`src/rtl/spi_duplex_core.sv`:
```
module spi_duplex_core #(
  parameter int HALF = 4
) (
  input  logic       clk,
  input  logic       rst_n,
  input  logic       ctl_we,
  input  logic       ctl_en,
  input  logic       ctl_mst,
  input  logic       ctl_ssdir,
  input  logic       ctl_ssval,
  input  logic       ctl_ie,
  input  logic       ctl_misoen,
  output logic       mst_q,
  input  logic       dat_we,
  input  logic [7:0] dat_wdata,
  input  logic       dat_re,
  output logic [7:0] dat_rdata,
  input  logic       flag_re,
  output logic       done_flag,
  output logic       irq,
  input  logic       sck_i,
  output logic       sck_o,
  output logic       sck_oe,
  input  logic       mosi_i,
  output logic       mosi_o,
  output logic       mosi_oe,
  input  logic       miso_i,
  output logic       miso_o,
  output logic       miso_oe,
  input  logic       ss_i,
  output logic       ss_o,
  output logic       ss_oe
);
  localparam int DW = (HALF > 1) ? $clog2(HALF) : 1;
  localparam logic [DW-1:0] DIV_LAST = DW'(HALF - 1);

  logic en, mst, ssdir, ssval, ie, misoen;
  logic busy, sck_r, smp, flag, armed;
  logic [DW-1:0] div;
  logic [2:0] cnt;
  logic [7:0] shreg, rbuf;
  logic [1:0] ss_sy, sck_sy, mosi_sy;
  logic sck_d;

  wire ss_s    = ss_sy[1];
  wire sck_s   = sck_sy[1];
  wire s_rise  = sck_s & ~sck_d;
  wire s_fall  = ~sck_s & sck_d;
  wire fault   = en & mst & ~ssdir & ~ss_s;

  assign mst_q     = mst;
  assign dat_rdata = rbuf;
  assign done_flag = flag;
  assign irq       = flag & ie;
  assign sck_o     = sck_r;
  assign sck_oe    = en & mst;
  assign mosi_o    = shreg[7];
  assign mosi_oe   = en & mst;
  assign miso_o    = shreg[7];
  assign miso_oe   = en & ~mst & ~ss_s & misoen;
  assign ss_o      = ssval;
  assign ss_oe     = en & mst & ssdir;

  always_ff @(posedge clk or negedge rst_n) begin
    if (!rst_n) begin
      ss_sy   <= 2'b11;
      sck_sy  <= 2'b00;
      mosi_sy <= 2'b00;
      sck_d   <= 1'b0;
    end else begin
      ss_sy   <= {ss_sy[0], ss_i};
      sck_sy  <= {sck_sy[0], sck_i};
      mosi_sy <= {mosi_sy[0], mosi_i};
      sck_d   <= sck_s;
    end
  end

  always_ff @(posedge clk or negedge rst_n) begin
    if (!rst_n) begin
      {en, mst, ssdir, ssval, ie, misoen} <= '0;
      {busy, sck_r, smp, flag, armed} <= '0;
      div   <= '0;
      cnt   <= '0;
      shreg <= '0;
      rbuf  <= '0;
    end else begin
      if (flag_re && flag) armed <= 1'b1;
      if (dat_re && armed) begin
        flag  <= 1'b0;
        armed <= 1'b0;
      end
      if (ctl_we) begin
        en     <= ctl_en;
        mst    <= ctl_mst;
        ssdir  <= ctl_ssdir;
        ssval  <= ctl_ssval;
        ie     <= ctl_ie;
        misoen <= ctl_misoen;
      end else if (fault) begin
        mst  <= 1'b0;
        flag <= 1'b1;
      end
      if (!en || fault) begin
        busy  <= 1'b0;
        sck_r <= 1'b0;
        div   <= '0;
        cnt   <= '0;
      end else if (mst) begin
        if (!busy) begin
          if (dat_we) begin
            shreg <= dat_wdata;
            busy  <= 1'b1;
            div   <= '0;
            cnt   <= '0;
          end
        end else if (div == DIV_LAST) begin
          div   <= '0;
          sck_r <= ~sck_r;
          if (!sck_r) begin
            smp <= miso_i;
          end else begin
            shreg <= {shreg[6:0], smp};
            cnt   <= cnt + 3'd1;
            if (cnt == 3'd7) begin
              busy <= 1'b0;
              flag <= 1'b1;
              rbuf <= {shreg[6:0], smp};
            end
          end
        end else begin
          div <= div + DW'(1);
        end
      end else begin
        busy  <= 1'b0;
        sck_r <= 1'b0;
        if (ss_s) begin
          cnt <= '0;
          if (dat_we) shreg <= dat_wdata;
        end else if (s_rise) begin
          smp <= mosi_sy[1];
        end else if (s_fall) begin
          shreg <= {shreg[6:0], smp};
          cnt   <= cnt + 3'd1;
          if (cnt == 3'd7) begin
            flag <= 1'b1;
            rbuf <= {shreg[6:0], smp};
          end
        end
      end
    end
  end
endmodule

```
`config.mk`:
```
export PLATFORM = sky130hd
export DESIGN_NAME = spi_duplex_core
export DESIGN_NICKNAME = d
export VERILOG_FILES = /design/src/rtl/spi_duplex_core.sv
export SDC_FILE = /design/constraint.sdc
export NUM_CORES = 1
export LEC_CHECK = 0
export BUFFER_PORTS_ARGS = -buffer_cell sky130_fd_sc_hd__buf_4
export CAP_MARGIN = 10
export CELL_PAD_IN_SITES_DETAIL_PLACEMENT = 1
export CELL_PAD_IN_SITES_GLOBAL_PLACEMENT = 1
export CORE_AREA = 2 2 122 65
export DETAILED_ROUTE_END_ITERATION = 12
export DIE_AREA = 0 0 124 67
export HOLD_SLACK_MARGIN = 0.03
export PLACE_DENSITY_LB_ADDON = 0.1
export SYNTH_ARGS = -nofsm -noshare
export SYNTH_HDL_FRONTEND = slang
export SYNTH_SLANG_ARGS = --single-unit
```
`constraint.sdc`:
```
create_clock -name clk -period 4.5 [get_ports clk]
set_input_delay 0.225 -clock clk [delete_from_list [all_inputs] [get_ports clk]]
set_output_delay 0.225 -clock clk [all_outputs]
set_load 0.02 [all_outputs]
```
==> results.yml, run 1 <==
cells_and_area:
  area_growth_pct: 31.9
  fin_util: 0.321
  finalNonFillerCells: 273
  multi_input_area_um2: 716
  final_cell_area_mm2: 0.00230
  fillers: 793
  regArea_um2: 978
  fin_nets: 203
  antenna_cells: 0
  drive_gt1_frac: 0.390
global_routing:
  grt_pass1_vias: 1306
  grt_first_pass_wirelength_um: 7090
  grtUsageMet3: 0.0317
  met1_usage: 0.182
  grt_util_met2: 0.145
  groute.usage.overall: 0.118
  antenna_found_initial: 0
  grt_overflow: 0
  top_usage_layer: "met1"
  grt_max_degree: 40
yosys:
  synth_cells: 132
  async_reset_ff_frac: 1.00
  yosysMostFrequentCell: "dfrtp_1"
  yosysUniqueCellTypes: 38
  ys_ff_latch: 39
  synth_compound_area_frac: 0.145
  syn_avg_cell_area_um2: 13.2
  synth_top_area_frac: 0.531
  synth_top_family_by_area: "compound AO/OA/AOI/OAI gates"
  yosysSeqAreaShare: 0.561
  synth_area_mm2: 0.00174
  synth_mux_area_frac: 0.126
  yosys_warnings: 0
  ys_top_cells_by_count: "dfrtp_1 (37), nor2_1 (9), o22ai_1 (9), mux2_4 (8)"
  synthXorXnorAreaFrac: 0.00503
  synth_largest_area_cell: "dfrtp_1"
  synthAdderAreaFrac: 0.0215
  synth.net_count: 159
  synth_edf_count: 0
  yosys.area_share.simple: 0.113
  synth-main-ff-cell: "dfrtp_1"
  yosys-top-cells-area: "dfrtp_1 (53%), mux2_4 (6.9%), mux2_1 (3.9%)"
die:
  row_count: 22
  boundaryPins: 43
  fp.coreArea_mm2: 0.00716
  die_w_um: 124
  dieArea_mm2: 0.00831
  fp.dieH_um: 67
  initial_core_util: 0.244
cts:
  cts.sinks: 39
  clkTransAtPathRegs_ns: 0.06
  postCtsResizedCells: 0
  htreeDepth: 2
  root_buffer: "clkbuf_16"
  clk_path_buf_depth: 2
  cts_tree: "yes"
  holdBufCountCts: 1
  clkLatencyLatePin_ns: 0.28
  postCtsSetupBuffers: 0
  numCtsBuffers: 5
worst_hold_path:
  worstHoldEndpoint: "mosi_sy[0]"
  worstHoldPathType: "in2reg"
  min_from: "mosi_i"
  hold_depth: 1
sta:
  finalSetupViolCount: 0
  tightest_slew_ns: 0.561
  hold_viol: 0
  whs_ns: 0.0455
  fin_worst_skew_ns: 0.00461
  slew-limit-headroom: 0.625
  slew_viol_final: 0
  fin_crit_sh: 0.401
  fin_crit_ns: 1.80
  setup_tns_ns: 0
  rsz0062_at_grt: "no"
  clock.fmax_mhz: 554
  timing.final.ws_setup_ns: 2.70
setup_path:
  r2r_start: "mst_q"
  critPathKind: "reg2reg"
  cp-end-kind: "flop"
  r2r-end: "dat_rdata[7]"
  critPathRequiredTime_ns: 4.67
  crit_path_start_kind: "flop"
  worst_r2r_path_depth: 4
  reg2reg_slack_ns: 2.70
  cp.arrival_ns: 1.97
  cp_max_fo: 14
route:
  drtIter0Drc: 51
  ant_nets: 0
  avgViaCountPerCell: 4.38
  dr.pass1.iters: 4
  drt_wl_total_um: 4310
  drcViolationCount: 0
  wl_per_cell_um: 15.8
  dr_total_vias: 1197
pwr:
  p_total_mw: 1.01
  clkPwrFrac: 0.375
  p_int_uw: 729
  power_frac_comb: 0.179
  swShare: 0.279
  p_leak_nw: 1.08
  power.net_switching_uw: 283
  p_per_area_mw_per_mm2: 440
  ir_drop_v: 0.000142
  power_frac_seq: 0.446
run:
  drv_cap: 0
placed_design:
  io_buffers: 42
  place_inst: 264
  hpwlAfterDp_um: 3150
  pre_cts_ws_ns: 2.71
  gp_congestion: 0.776
  placed_area_mm2: 0.00213
run_status:
  run_status: "complete, no violations"
-- registers in the layout (all words and copies together) (netlist names), 2 cells and up --
register	flops
sck_sy	2
div	2
shreg	8
dat_rdata	8
mosi_sy	2
cnt	3
ss_sy	2
-- cells by family after synthesis --
group                      after synthesis
DFF                                     39
and+or+nand+nor                         35
AOI/OAI and AO/OA                       31
muxes                                   17
buffers and inverters                    6
adders and majority gates                3
xor gates and xnor gates                 1
-- cell type report --
class | instances | share of cell area
repair buffers | 43 | 0.141
well taps | 96 | 0.0522
multi-input cells | 87 | 0.311
clock buffers | 7 | 0.0664
clock inverters | 1 | 0.00326
flip-flops and latches | 39 | 0.425
-- per-layer routing --
layer	part of all wire	routed length, um
met5	0	0
met4	0.019	83
met3	0.038	165
met2	0.38	1620
met1	0.57	2440
-- worst max-delay path by stage --
stage,startpoint,endpoint,slack (ns),cells after the start
final,mst_q,dat_rdata[7],2.70,4
after global routing,mst_q,dat_rdata[0],2.61,4
after CTS,mst_q,dat_rdata[0],2.69,4
after detailed placement,mst_q,dat_rdata[5],2.71,4
after global placement,div[0],dat_rdata[1],2.75,5
after floorplan,mst_q,dat_rdata[0],2.95,4
-- power groups by stage --
stage | registers [mW] | clock network [mW] | logic, mW
5_1_grt | 0.461 | 0.407 | 0.197
4_1_cts | 0.452 | 0.390 | 0.184
6_report | 0.451 | 0.380 | 0.181
3_3_place_gp | 0.456 | 0 | 0.179
2_1_floorplan | 0.449 | 0 | 0.115
3_5_place_dp | 0.458 | 0 | 0.182
-- layout by cell type (no fill, tap or decap), drive strengths merged, types with 5 or more instances in the layout --
cell type	instances
a2bb2oi	8
and2	5
buf	42
clkbuf	7
dfrtp	37
mux2	15
nand2	8
nor2	10
o22ai	10
-- critical path, stage by stage (launching register included) --
cell and delay, ns:
dfrtp_1 0.56, or2_1 0.37, o22ai_4 0.18, nand3_4 0.22, mux2_4 0.36
Note: power is estimated with default switching activity, not from simulation.
==> run 2, diff against run 1 <==
Clock period 4.5 ns to 1.8 ns, I/O delays scaled along.
==> results.yml, run 2 (same netlist as run 1, synthesis figures left out) <==
pwr:
  ir_drop_v: 0.000361
  p_total_mw: 2.65
  p_leak_nw: 1.14
  p_per_area_mw_per_mm2: 1100
setup_path:
  reg2reg_slack_ns: 0.07
  crit_path_start_kind: "flop"
  cp.arrival_ns: 1.89
  r2r-end: "dat_rdata[6]"
  crit_slowest_cell: "dfstp_2"
  critPathKind: "reg2reg"
  r2r_start: "ss_sy[1]"
  critPathRequiredTime_ns: 1.96
  path_cells: "nor2_1 > a21boi_2 > nand3_4 > mux2_4"
  cp-end-kind: "flop"
  cp_max_fo: 9
  worst_r2r_path_depth: 4
  slowest_delay_ns: 0.54
die:
  fp.dieH_um: 67
  boundaryPins: 43
  initial_core_util: 0.244
  die_w_um: 124
  row_count: 22
  dieArea_mm2: 0.00831
  fp.coreArea_mm2: 0.00716
cts:
  htreeDepth: 2
  clk_path_buf_depth: 2
  numCtsBuffers: 5
  clkTransAtPathRegs_ns: 0.06
  cts_tree: "yes"
  clkLatencyLatePin_ns: 0.28
  root_buffer: "clkbuf_16"
  cts.sinks: 39
sta:
  finalSetupViolCount: 0
  fin_crit_sh: 0.960
  timing.final.ws_setup_ns: 0.0713
  slew_viol_final: 0
  fin_worst_skew_ns: 0.00489
  slew-limit-headroom: 0.627
  whs_ns: 0.0344
  fin_crit_ns: 1.73
  rsz0062_at_grt: "no"
  clock.fmax_mhz: 578
  setup_tns_ns: 0
  tightest_slew_ns: 0.558
  hold_viol: 0
route:
  drcViolationCount: 0
  wl_per_cell_um: 15.5
  drtIter0Drc: 73
  drt_wl_total_um: 4400
  ant_nets: 0
  avgViaCountPerCell: 4.44
  dr_total_vias: 1260
  dr.pass1.iters: 4
global_routing:
  antenna_found_initial: 0
  groute.usage.overall: 0.121
  grt_pass1_vias: 1383
  grt_first_pass_wirelength_um: 7360
  grt_overflow: 0
  grt_max_degree: 40
placed_design:
  placed_area_mm2: 0.00215
  pre_cts_ws_ns: 0.0678
  gp_congestion: 0.752
  io_buffers: 42
  place_inst: 267
  hpwlAfterDp_um: 3190
cells_and_area:
  area_growth_pct: 38.9
  final_cell_area_mm2: 0.00242
  layout_commonest_cell: "buf_4"
  fin_util: 0.338
  fin_nets: 214
  drive_gt1_frac: 0.399
  antenna_cells: 0
  finalNonFillerCells: 284
  layout_common_cells: "buf_4 (46), dfrtp_1 (37), nor2_1 (9), o22ai_1 (9)"
run_status:
  run_status: "complete, no violations"
run:
  drv_cap: 0
worst_hold_path:
  hold_depth: 2
  worstHoldEndpoint: "en"
  worstHoldPathType: "in2reg"
  min_from: "ctl_en"
-- run 2: cell count changes in the layout (fill, tap and decap cells not counted), sizes merged --
cell,change
dlygate4sd3,+7
buf,+4
bufinv,+1
clkbuf,-1
clkinvlp,-1
inv,+1
-- run 2: final cells by class --
class / instances / area [um^2]
clock buffers: 6 / 139
clock inverters: 2 / 38.8
fillers: 793 / 4740
multi-input cells: 87 / 719
flip-flops and latches: 39 / 978
well taps: 96 / 120
repair buffers: 54 / 425
-- run 2: worst max path at each step --
stage / start / to / slack (ns) / cells after the start
after floorplan: mst_q / dat_rdata[0] / 0.25 / 4
after global placement: ss_sy[1] / dat_rdata[7] / 0.09 / 4
after detailed placement: ss_sy[1] / dat_rdata[2] / 0.07 / 4
after CTS: ss_sy[1] / dat_rdata[2] / 0.06 / 4
after global routing: ss_sy[1] / dat_rdata[2] / 0.0007 / 4
final: ss_sy[1] / dat_rdata[6] / 0.07 / 4
-- run 2: report_power, final --
part | internal [mW] | switching (mW) | total [mW]
combinational | 0.252 | 0.238 | 0.490
clock | 0.696 | 0.351 | 1.05
sequential | 1.00 | 0.114 | 1.12
total | 1.95 | 0.703 | 2.65
-- run 2: critical path: cells and delay by family, from the launching register on --
family | cells | cell delay (ns)
AOI/OAI and AO/OA | 1 | 0.35
muxes | 1 | 0.36
DFF | 1 | 0.54
and+or+nand+nor | 2 | 0.36
-- run 2: routing by layer --
layer  GRT usage  part of all wire  vias up
li1            -                 -      598
met4      0.0337            0.0095        0
met1       0.177              0.54      636
met5           0                 0        -
met2       0.170              0.42       22
met3      0.0351             0.037        4
-- run 2: what timing repair did --
action / 4_1_cts / 5_1_grt
resized for setup: 0 / 2
endpoints found under the hold margin: 44 / 0
endpoints found under the setup margin: 0 / 10
buffers inserted: 0 / 1
hold buffers: 8 / 0
==> run 3, diff against run 2 <==
Settings changed: REMOVE_ABC_BUFFERS from default to 1.
==> results.yml, run 3 (same netlist as run 1, synthesis figures left out) <==
cts:
  clkTransAtPathRegs_ns: 0.05
  cts_tree: "yes"
  clk_path_buf_depth: 2
  htreeDepth: 2
  numCtsBuffers: 5
  root_buffer: "clkbuf_16"
  clkLatencyLatePin_ns: 0.28
  cts.sinks: 39
global_routing:
  grt_first_pass_wirelength_um: 7050
  antenna_found_initial: 0
  grt_pass1_vias: 1336
  grt_max_degree: 40
  groute.usage.overall: 0.117
  grt_overflow: 0
pwr:
  p_leak_nw: 1.13
  p_per_area_mw_per_mm2: 1020
  ir_drop_v: 0.000315
setup_path:
  crit_slowest_cell: "dfrtp_1"
  critPathRequiredTime_ns: 1.96
  path_cells: "ha_1 > nand2_1 > o22ai_4 > nand3_4 > mux2_4"
  crit_path_start_kind: "flop"
  critPathKind: "reg2reg"
  slowest_delay_ns: 0.36
  cp.arrival_ns: 1.84
  crit_family: "flip-flops"
  cp_max_fo: 9
  crit_buf_inv: 0
  cp-end-kind: "flop"
route:
  wl_met2_um: 1890
  ant_nets: 0
  wl_per_cell_um: 15.2
  drcViolationCount: 0
  avgViaCountPerCell: 4.41
  wirelength_met1_um: 2180
  dr.pass1.iters: 4
  top_layer_used: "met4"
  drtIter0Drc: 33
  drt_wl_total_um: 4340
  dr_total_vias: 1258
  wl_met3_um: 207
die:
  die_w_um: 124
  fp.dieH_um: 67
  dieArea_mm2: 0.00831
  fp.coreArea_mm2: 0.00716
  initial_core_util: 0.244
  row_count: 22
  boundaryPins: 43
placed_design:
  io_buffers: 42
  placed_area_mm2: 0.00217
  hpwlAfterDp_um: 3210
  gp_congestion: 0.786
sta:
  fin_worst_skew_ns: 0.00310
  fin_crit_ns: 1.68
  whs_ns: 0.0382
  slew-limit-headroom: 0.581
  tightest_slew_ns: 0.626
  fin_crit_sh: 0.931
  slew_viol_final: 0
  setup_tns_ns: 0
  clock.fmax_mhz: 597
  hold_viol: 0
  rsz0062_at_grt: "no"
  finalSetupViolCount: 0
cells_and_area:
  antenna_cells: 0
  fillers: 793
  fin_nets: 215
  final_cell_area_mm2: 0.00240
  layout_common_cells: "buf_4 (45), dfrtp_1 (37), nor2_1 (9), o22ai_1 (9), dlygate4sd3_1 (9)"
  layout_commonest_cell: "buf_4"
  drive_gt1_frac: 0.376
  area_growth_pct: 37.7
worst_hold_path:
  worstHoldPathType: "in2reg"
run:
  drv_cap: 0
run_status:
  run_status: "complete, no violations"
run 3: worst register-to-register path: cells and delay by family (launching register included):
family          cells  cell delay [ns]
compound gates      1             0.25
fa+ha+maj           1             0.23
mux                 1             0.35
simple gates        2             0.36
flops               1             0.36
run 3: final timing paths:
check                      startpoint            to  slack (ns)  depth (start not counted)
max                            div[0]  dat_rdata[6]        0.12                          5
max in group asynchronous       rst_n      ss_sy[1]        1.12                          2
max reg2reg                    div[0]  dat_rdata[6]        0.12                          5
min reg2reg                 sck_sy[0]     sck_sy[1]        0.35                          0
min in group asynchronous       rst_n        div[0]        0.33                          2
min                         ctl_ssdir         ssdir        0.04                          2
run 3: layout make-up:
type	count	area, um^2	share of cell area
tap	96	120	0.0501
sequential	39	978	0.408
clock buffer	7	133	0.0553
timing repair buffer	55	448	0.187
multi-input combinational	87	716	0.298
clock inverter	1	5.00	0.00209
run 3: stage by stage:
stage                     power (mW)  std cells  worst slack [ns]   util
after floorplan                 1.38        126             0.120      -
after global placement          1.60        268             0.155  0.303
after detailed placement        1.62        268             0.113  0.303
after CTS                       2.48        285            0.0994  0.335
after global routing            2.58        285           0.00863  0.335
final                           2.44        285             0.125  0.335
run 3: what timing repair did:
| item | CTS | global route |
|---|---|---|
| buffers inserted | 0 | 0 |
| hold buffers | 9 | 0 |
| resized for setup | 0 | 0 |
| endpoints found under the hold margin | 45 | 0 |
run 3: where the power goes:
group	internal (mW)	total [mW]	switching, mW
Sequential	1.00	1.11	0.110
Combinational	0.262	0.499	0.237
Clock	0.511	0.832	0.321
run 3: per-layer routing:
| metal | vias up | global-route usage |
|---|---|---|
| met5 | - | 0 |
| met4 | 0 | 0.0492 |
| met3 | 5 | 0.0394 |
| met2 | 23 | 0.170 |
| met1 | 624 | 0.158 |
| li1 | 606 | - |
